**config.mk**
```make
export PLATFORM = sky130hd
export DESIGN_NAME = frame_format_detector
export DESIGN_NICKNAME = d
export VERILOG_FILES = /design/src/rtl/ffd_pkg.sv /design/src/rtl/ffd_pulse_classifier.sv /design/src/rtl/ffd_frame_tracker.sv /design/src/rtl/ffd_bit_timing.sv /design/src/rtl/frame_format_detector.sv
export SDC_FILE = /design/constraint.sdc
export NUM_CORES = 1
export LEC_CHECK = 0
export ABC_CLOCK_PERIOD_IN_PS = 1600
export BUFFER_PORTS_ARGS = -buffer_cell sky130_fd_sc_hd__buf_4
export CELL_PAD_IN_SITES_DETAIL_PLACEMENT = 1
export CELL_PAD_IN_SITES_GLOBAL_PLACEMENT = 1
export CORE_UTILIZATION = 37
export CTS_BUF_LIST = sky130_fd_sc_hd__clkbuf_4 sky130_fd_sc_hd__clkbuf_8
export DETAILED_ROUTE_END_ITERATION = 8
export PLACE_DENSITY_LB_ADDON = 0.1
export SYNTH_ARGS = -nofsm -noshare
export SYNTH_HDL_FRONTEND = slang
export SYNTH_SLANG_ARGS = --single-unit
```
**constraint.sdc**
```tcl
create_clock -name clk -period 1.6 [get_ports clk]
set_input_delay 0.32 -clock clk [delete_from_list [all_inputs] [get_ports clk]]
set_output_delay 0.32 -clock clk [all_outputs]
set_load 0.01 [all_outputs]
```
**src/rtl/ffd_pkg.sv**
```systemverilog
package ffd_pkg;

    // Two master clocks make one serial bit cell.
    localparam int CLKS_PER_BIT = 2;

    typedef enum logic [1:0] {
        TRK_SEARCH    = 2'd0,
        TRK_CANDIDATE = 2'd1,
        TRK_LOCKED    = 2'd2
    } trk_state_e;

    // One isolated single-clock level seen on the pulse line.
    typedef struct packed {
        logic hit;
        logic high_level;
    } pulse_evt_t;

    // Strobes within one bit cell.
    typedef struct packed {
        logic boundary;
        logic sample;
    } bit_phase_t;

    function automatic int frame_clocks(input int channels, input int bits);
        return channels * bits * CLKS_PER_BIT;
    endfunction

endpackage

```
**src/rtl/ffd_pulse_classifier.sv**
```systemverilog
module ffd_pulse_classifier
    import ffd_pkg::*;
(
    input  logic       clk,
    input  logic       rst,
    input  logic       fp_in,
    output pulse_evt_t evt
);

    // hist[0] newest sample, hist[2] oldest. Kept free-running so that it
    // always mirrors the pin history.
    logic [2:0] hist;

    always_ff @(posedge clk) begin
        hist <= {hist[1:0], fp_in};
    end

    always_comb begin
        evt.hit        = (hist[1] != hist[0]) && (hist[1] != hist[2]);
        evt.high_level = hist[1];
    end

    // an event reports the level the pin held one clock earlier, with
    // the opposite level one clock before that.
    assert_event_matches_pin_R2: assert property (@(posedge clk) disable iff (rst)
        evt.hit |-> (evt.high_level == $past(fp_in, 2)) && (evt.high_level != $past(fp_in, 3)));

endmodule

```
**src/rtl/ffd_frame_tracker.sv**
```systemverilog
module ffd_frame_tracker
    import ffd_pkg::*;
#(
    parameter int FRAME_CLKS = 512,
    parameter int POS_W      = 9
) (
    input  logic             clk,
    input  logic             rst,
    input  pulse_evt_t       evt,
    output logic [POS_W-1:0] pos,
    output logic             locked,
    output logic             high_pol
);

    // The event is seen one edge after the pulse edge (position 0), so the
    // expected slot is position 1 and a reload lands on position 2.
    localparam logic [POS_W-1:0] SLOT_POS   = POS_W'(1);
    localparam logic [POS_W-1:0] RELOAD_POS = POS_W'(2);
    localparam logic [POS_W-1:0] LAST_POS   = POS_W'(FRAME_CLKS - 1);

    trk_state_e state;
    logic       at_slot;

    assign at_slot = (pos == SLOT_POS);
    assign locked  = (state == TRK_LOCKED);

    always_ff @(posedge clk) begin
        if (rst) begin
            pos      <= '0;
            state    <= TRK_SEARCH;
            high_pol <= 1'b0;
        end else if (evt.hit) begin
            pos      <= RELOAD_POS;
            high_pol <= evt.high_level;
            if (state == TRK_SEARCH) begin
                state <= TRK_CANDIDATE;
            end else if (at_slot && (evt.high_level == high_pol)) begin
                state <= TRK_LOCKED;
            end else begin
                state <= TRK_CANDIDATE;
            end
        end else begin
            pos <= (pos == LAST_POS) ? '0 : pos + POS_W'(1);
            if (at_slot && (state != TRK_SEARCH)) begin
                state <= TRK_SEARCH;
            end
        end
    end

    assert_lock_on_slot_R3: assert property (@(posedge clk) disable iff (rst)
        $rose(locked) |-> ($past(pos) == SLOT_POS) && (pos == RELOAD_POS));

    assert_missing_drops_R4: assert property (@(posedge clk) disable iff (rst)
        (locked && at_slot && !evt.hit) |=> !locked);

    assert_offslot_drops_R5: assert property (@(posedge clk) disable iff (rst)
        (evt.hit && !at_slot) |=> !locked);

    assert_polarity_steady_R9: assert property (@(posedge clk) disable iff (rst)
        (locked && $past(locked)) |-> $stable(high_pol));

endmodule

```
**src/rtl/ffd_bit_timing.sv**
```systemverilog
module ffd_bit_timing
    import ffd_pkg::*;
#(
    parameter int N_CHANNELS = 32,
    parameter int N_BITS     = 8,
    parameter int POS_W      = 9,
    parameter int CH_W       = 5,
    parameter int BIT_W      = 3
) (
    input  logic [POS_W-1:0] pos,
    output logic [CH_W-1:0]  channel,
    output logic [BIT_W-1:0] bit_idx,
    output bit_phase_t       phase
);

    localparam int CLKS_PER_CH = N_BITS * CLKS_PER_BIT;

    int unsigned pos_u;
    int unsigned cell_phase;

    always_comb begin
        pos_u          = 32'(pos);
        cell_phase     = pos_u % CLKS_PER_BIT;
        phase.boundary = (cell_phase == 0);
        phase.sample   = (cell_phase == CLKS_PER_BIT - 1);
        bit_idx        = BIT_W'((pos_u / CLKS_PER_BIT) % N_BITS);
        channel        = CH_W'((pos_u / CLKS_PER_CH) % N_CHANNELS);
    end

endmodule

```
**src/rtl/frame_format_detector.sv**
```systemverilog
module frame_format_detector
    import ffd_pkg::*;
#(
    parameter int N_CHANNELS = 32,
    parameter int N_BITS     = 8,
    localparam int FRAME_CLKS = frame_clocks(N_CHANNELS, N_BITS),
    localparam int POS_W      = $clog2(FRAME_CLKS),
    localparam int CH_W       = $clog2(N_CHANNELS),
    localparam int BIT_W      = $clog2(N_BITS)
) (
    input  logic             clk,
    input  logic             rst,
    input  logic             frame_pulse,
    output logic             format_valid,
    output logic             format_is_gci,
    output logic             bit_boundary,
    output logic             sample_enable,
    output logic [CH_W-1:0]  channel_count,
    output logic [BIT_W-1:0] bit_count
);

    pulse_evt_t       evt;
    logic [POS_W-1:0] frame_pos;
    bit_phase_t       phase;

    ffd_pulse_classifier u_classifier (
        .clk   (clk),
        .rst   (rst),
        .fp_in (frame_pulse),
        .evt   (evt)
    );

    ffd_frame_tracker #(
        .FRAME_CLKS (FRAME_CLKS),
        .POS_W      (POS_W)
    ) u_tracker (
        .clk      (clk),
        .rst      (rst),
        .evt      (evt),
        .pos      (frame_pos),
        .locked   (format_valid),
        .high_pol (format_is_gci)
    );

    ffd_bit_timing #(
        .N_CHANNELS (N_CHANNELS),
        .N_BITS     (N_BITS),
        .POS_W      (POS_W),
        .CH_W       (CH_W),
        .BIT_W      (BIT_W)
    ) u_timing (
        .pos     (frame_pos),
        .channel (channel_count),
        .bit_idx (bit_count),
        .phase   (phase)
    );

    assign bit_boundary  = phase.boundary;
    assign sample_enable = phase.sample;

    assert_boundary_then_sample_R8: assert property (@(posedge clk) disable iff (rst)
        (bit_boundary && !evt.hit) |=> sample_enable);

    assert_bit_advance_R7: assert property (@(posedge clk) disable iff (rst)
        (sample_enable && !evt.hit && (bit_count != BIT_W'(N_BITS - 1)))
            |=> (bit_count == $past(bit_count) + BIT_W'(1)) && $stable(channel_count));

endmodule

```
==> impl_metrics.toml <==
[synth]
synth_area_per_cell_um2 = 9.86
async_flop_share = 0
synth_area_leader_cell = "dfxtp_1"
synth_edf_count = 0
yosys_warnings = 0
ys_top_cells_by_count = "15 x dfxtp_1, 5 x nand2_1, 4 x inv_1, 4 x nor2_2, 4 x o21ai_0"
synth.distinct_cells = 29
synth_nets = 74
netlist_area_um2 = 671
synthTopCellsByArea = "dfxtp_1 45%, ha_1 5.6%, a21oi_2 3.9%"
ys_ff_latch = 15
synthFlopType = "dfxtp_1"
synth_top_area_frac = 0.448
ys_seq_area_frac = 0.448
yosysMostFrequentCell = "dfxtp_1"
synth_cells = 68

[placement]
dp.cells = 115
dp_hpwl_um = 1210
io_buffers = 14
dpl-instance-area_um2 = 891
gp_congestion = 0.741

[power]
clkPwrFrac = 0.321
leakage_nw = 0.384
p_per_area_nw_per_um2 = 806
switchingPower_mw = 0.195
seq_power_share = 0.539
p_sw_frac = 0.258
total_power_mw = 0.755
intPower_mw = 0.560
power_frac_comb = 0.140
ir_worst_vdd_uv = 455

[route]
first_pass_iters = 4
route.detailed.drc = 0
viasPerCell = 5.04
wl_per_cell_um = 13.6
ant_nets = 0
first_iter_violations = 4
vias = 600
wl_um = 1620

[worst_setup_path]
cp_top_family = "simple AND/OR/NAND/NOR gates"
cp-end-kind = "flip-flop"
cp.depth = 7
crit-reg2reg-launch = "u_tracker.pos[0]"
critPathArrivalTime_ps = 1770
critical_path_buf_inv_count = 1
worstPathCellList = "ha_4 > nand2_4 > nor3_2 > ha_2 > or4_4 > buf_8 > a21oi_2"
cp_max_fo = 8
worstReg2RegEnd = "u_tracker.pos[5]"
required_ps = 1830
regToRegSetupSlack_ps = 60
crit_slowest_cell = "or4_4"
crit_type = "reg2reg"
worst_setup_path_start_kind = "flip-flop"
max_stage_delay_ps = 420
reg2reg_depth = 7

[finish]
layout.nets = 101
finish.instance_area_um2 = 937
area_growth_syn_to_layout_pct = 39.7
n_fill_cell = 198
fin_util = 0.549
num_antenna_cells = 0
drive_above_1_share = 0.468
finalNonFillerCells = 119

[grt]
gr-total-overflow = 0
grt_pass1_wl_um = 2640
grt_pass1_vias = 566
grt_max_degree = 9
gr-usage-all-layers = 0.194
antenna_found_initial = 0

[floorplan]
dieArea_um2 = 1990
die-width_um = 44.6
core-area_um2 = 1710
core.rowCount = 15
initial_utilization = 0.393
ios = 15
dieHeight_um = 44.6

[clock_tree]
cts_resized = 4
cts_root_buf = "clkbuf_4"
htreeDepth = 1
clkLatencyLatePin_ps = 290
cts_made_buffers = 3
cts_hold_buf = 0
post_cts_buffers = 0
clockBufferDepth = 2
cts.clk_slew.worst_paths_ps = 90
cts_tree = "yes"
cts_sinks = 15

[timing]
rsz0062_at_grt = "false"
period_minus_slack_ps = 1540
max_freq_mhz = 651
setup_violations = 0
clock_skew_ps = 2.51
slew_viol_final = 0
worst_pin_slew_ps = 377
tns_ps = 0
maxSlewHeadroom = 0.745
final_hold_viol_count = 0
min_period_over_period = 0.960

[outcome]
status = "finished clean"

[flow_run]
cap_violations = 0

[min_path]
hold_depth = 1
hp-start = "frame_pulse"
hold_path_class = "in2reg"
holdPathEnd = "u_classifier.hist[0]"
[layout make-up]
| type | count | area, um^2 | share of cell area |
|---|---|---|---|
| clock buffer | 4 | 30.0 | 0.0320 |
| timing repair buffer | 23 | 180 | 0.192 |
| tap | 25 | 31.3 | 0.0334 |
| sequential | 15 | 305 | 0.326 |
| inverter | 4 | 15.0 | 0.0160 |
| multi-input combinational | 48 | 375 | 0.401 |
[through the flow]
step,hold WS [ps],worst slack (ps)
5_1_grt,118,6.51
3_3_place_gp,387,-16.0
6_report,126,64.4
4_1_cts,119,55.8
3_5_place_dp,406,-63.8
2_1_floorplan,348,-14.1
[state kept, by name, indices dropped and copies added (netlist names)]
register,count
u_tracker.pos,9
u_classifier.hist,3
u_tracker.state,2
u_tracker.high_pol,1
[power groups by stage]
stage                     combinational, mW  clock (mW)  sequential [mW]
after floorplan                      0.0493           0            0.421
after global placement               0.0985           0            0.415
after detailed placement              0.100           0            0.416
after CTS                             0.107       0.250            0.408
after global routing                  0.116       0.259            0.410
final                                 0.106       0.242            0.407
[cell usage in the layout, fill, tap and decap left out, types with 2 or more instances in the layout]
cell / count
xor2_1: 2
a21oi_2: 3
nand2_1: 4
inv_1: 4
nand3_1: 3
xnor2_1: 2
clkbuf_4: 4
a21oi_1: 2
buf_4: 22
or3_1: 3
nor2_1: 2
nor2_2: 4
dfxtp_1: 13
o21ai_0: 4
[logic make-up after synthesis]
family / share of synthesized area
compound gates: 0.134
xor+xnor: 0.0522
fa+ha+maj: 0.0560
buf+inv: 0.0392
flops: 0.448
mux: 0.0149
simple gates: 0.256
[worst max-delay path by stage]
stage,startpoint,endpoint,slack (ps)
6_report,u_tracker.pos[0],u_tracker.pos[5],60
5_1_grt,u_tracker.pos[1],u_tracker.pos[5],7
4_1_cts,u_tracker.pos[0],u_tracker.pos[5],60
3_5_place_dp,u_tracker.pos[0],u_tracker.pos[5],-60
3_3_place_gp,u_tracker.pos[0],u_tracker.pos[6],-20
2_1_floorplan,u_tracker.pos[0],u_tracker.pos[5],-10
[layer usage]
layer	vias to the layer above	track usage	wire length, um
met4	0	0.109	37
met3	5	0.0490	68
met5	-	0	0
met1	286	0.241	747
met2	15	0.306	771
li1	294	-	-
[worst reg2reg max path: stages (launching register included)]
cell and delay [ps]:
dfxtp_4 360, ha_4 160, nand2_4 70, nor3_2 40
ha_2 170, or4_4 420, buf_8 160, a21oi_2 110
No activity file was read; power rests on OpenSTA's default activity.
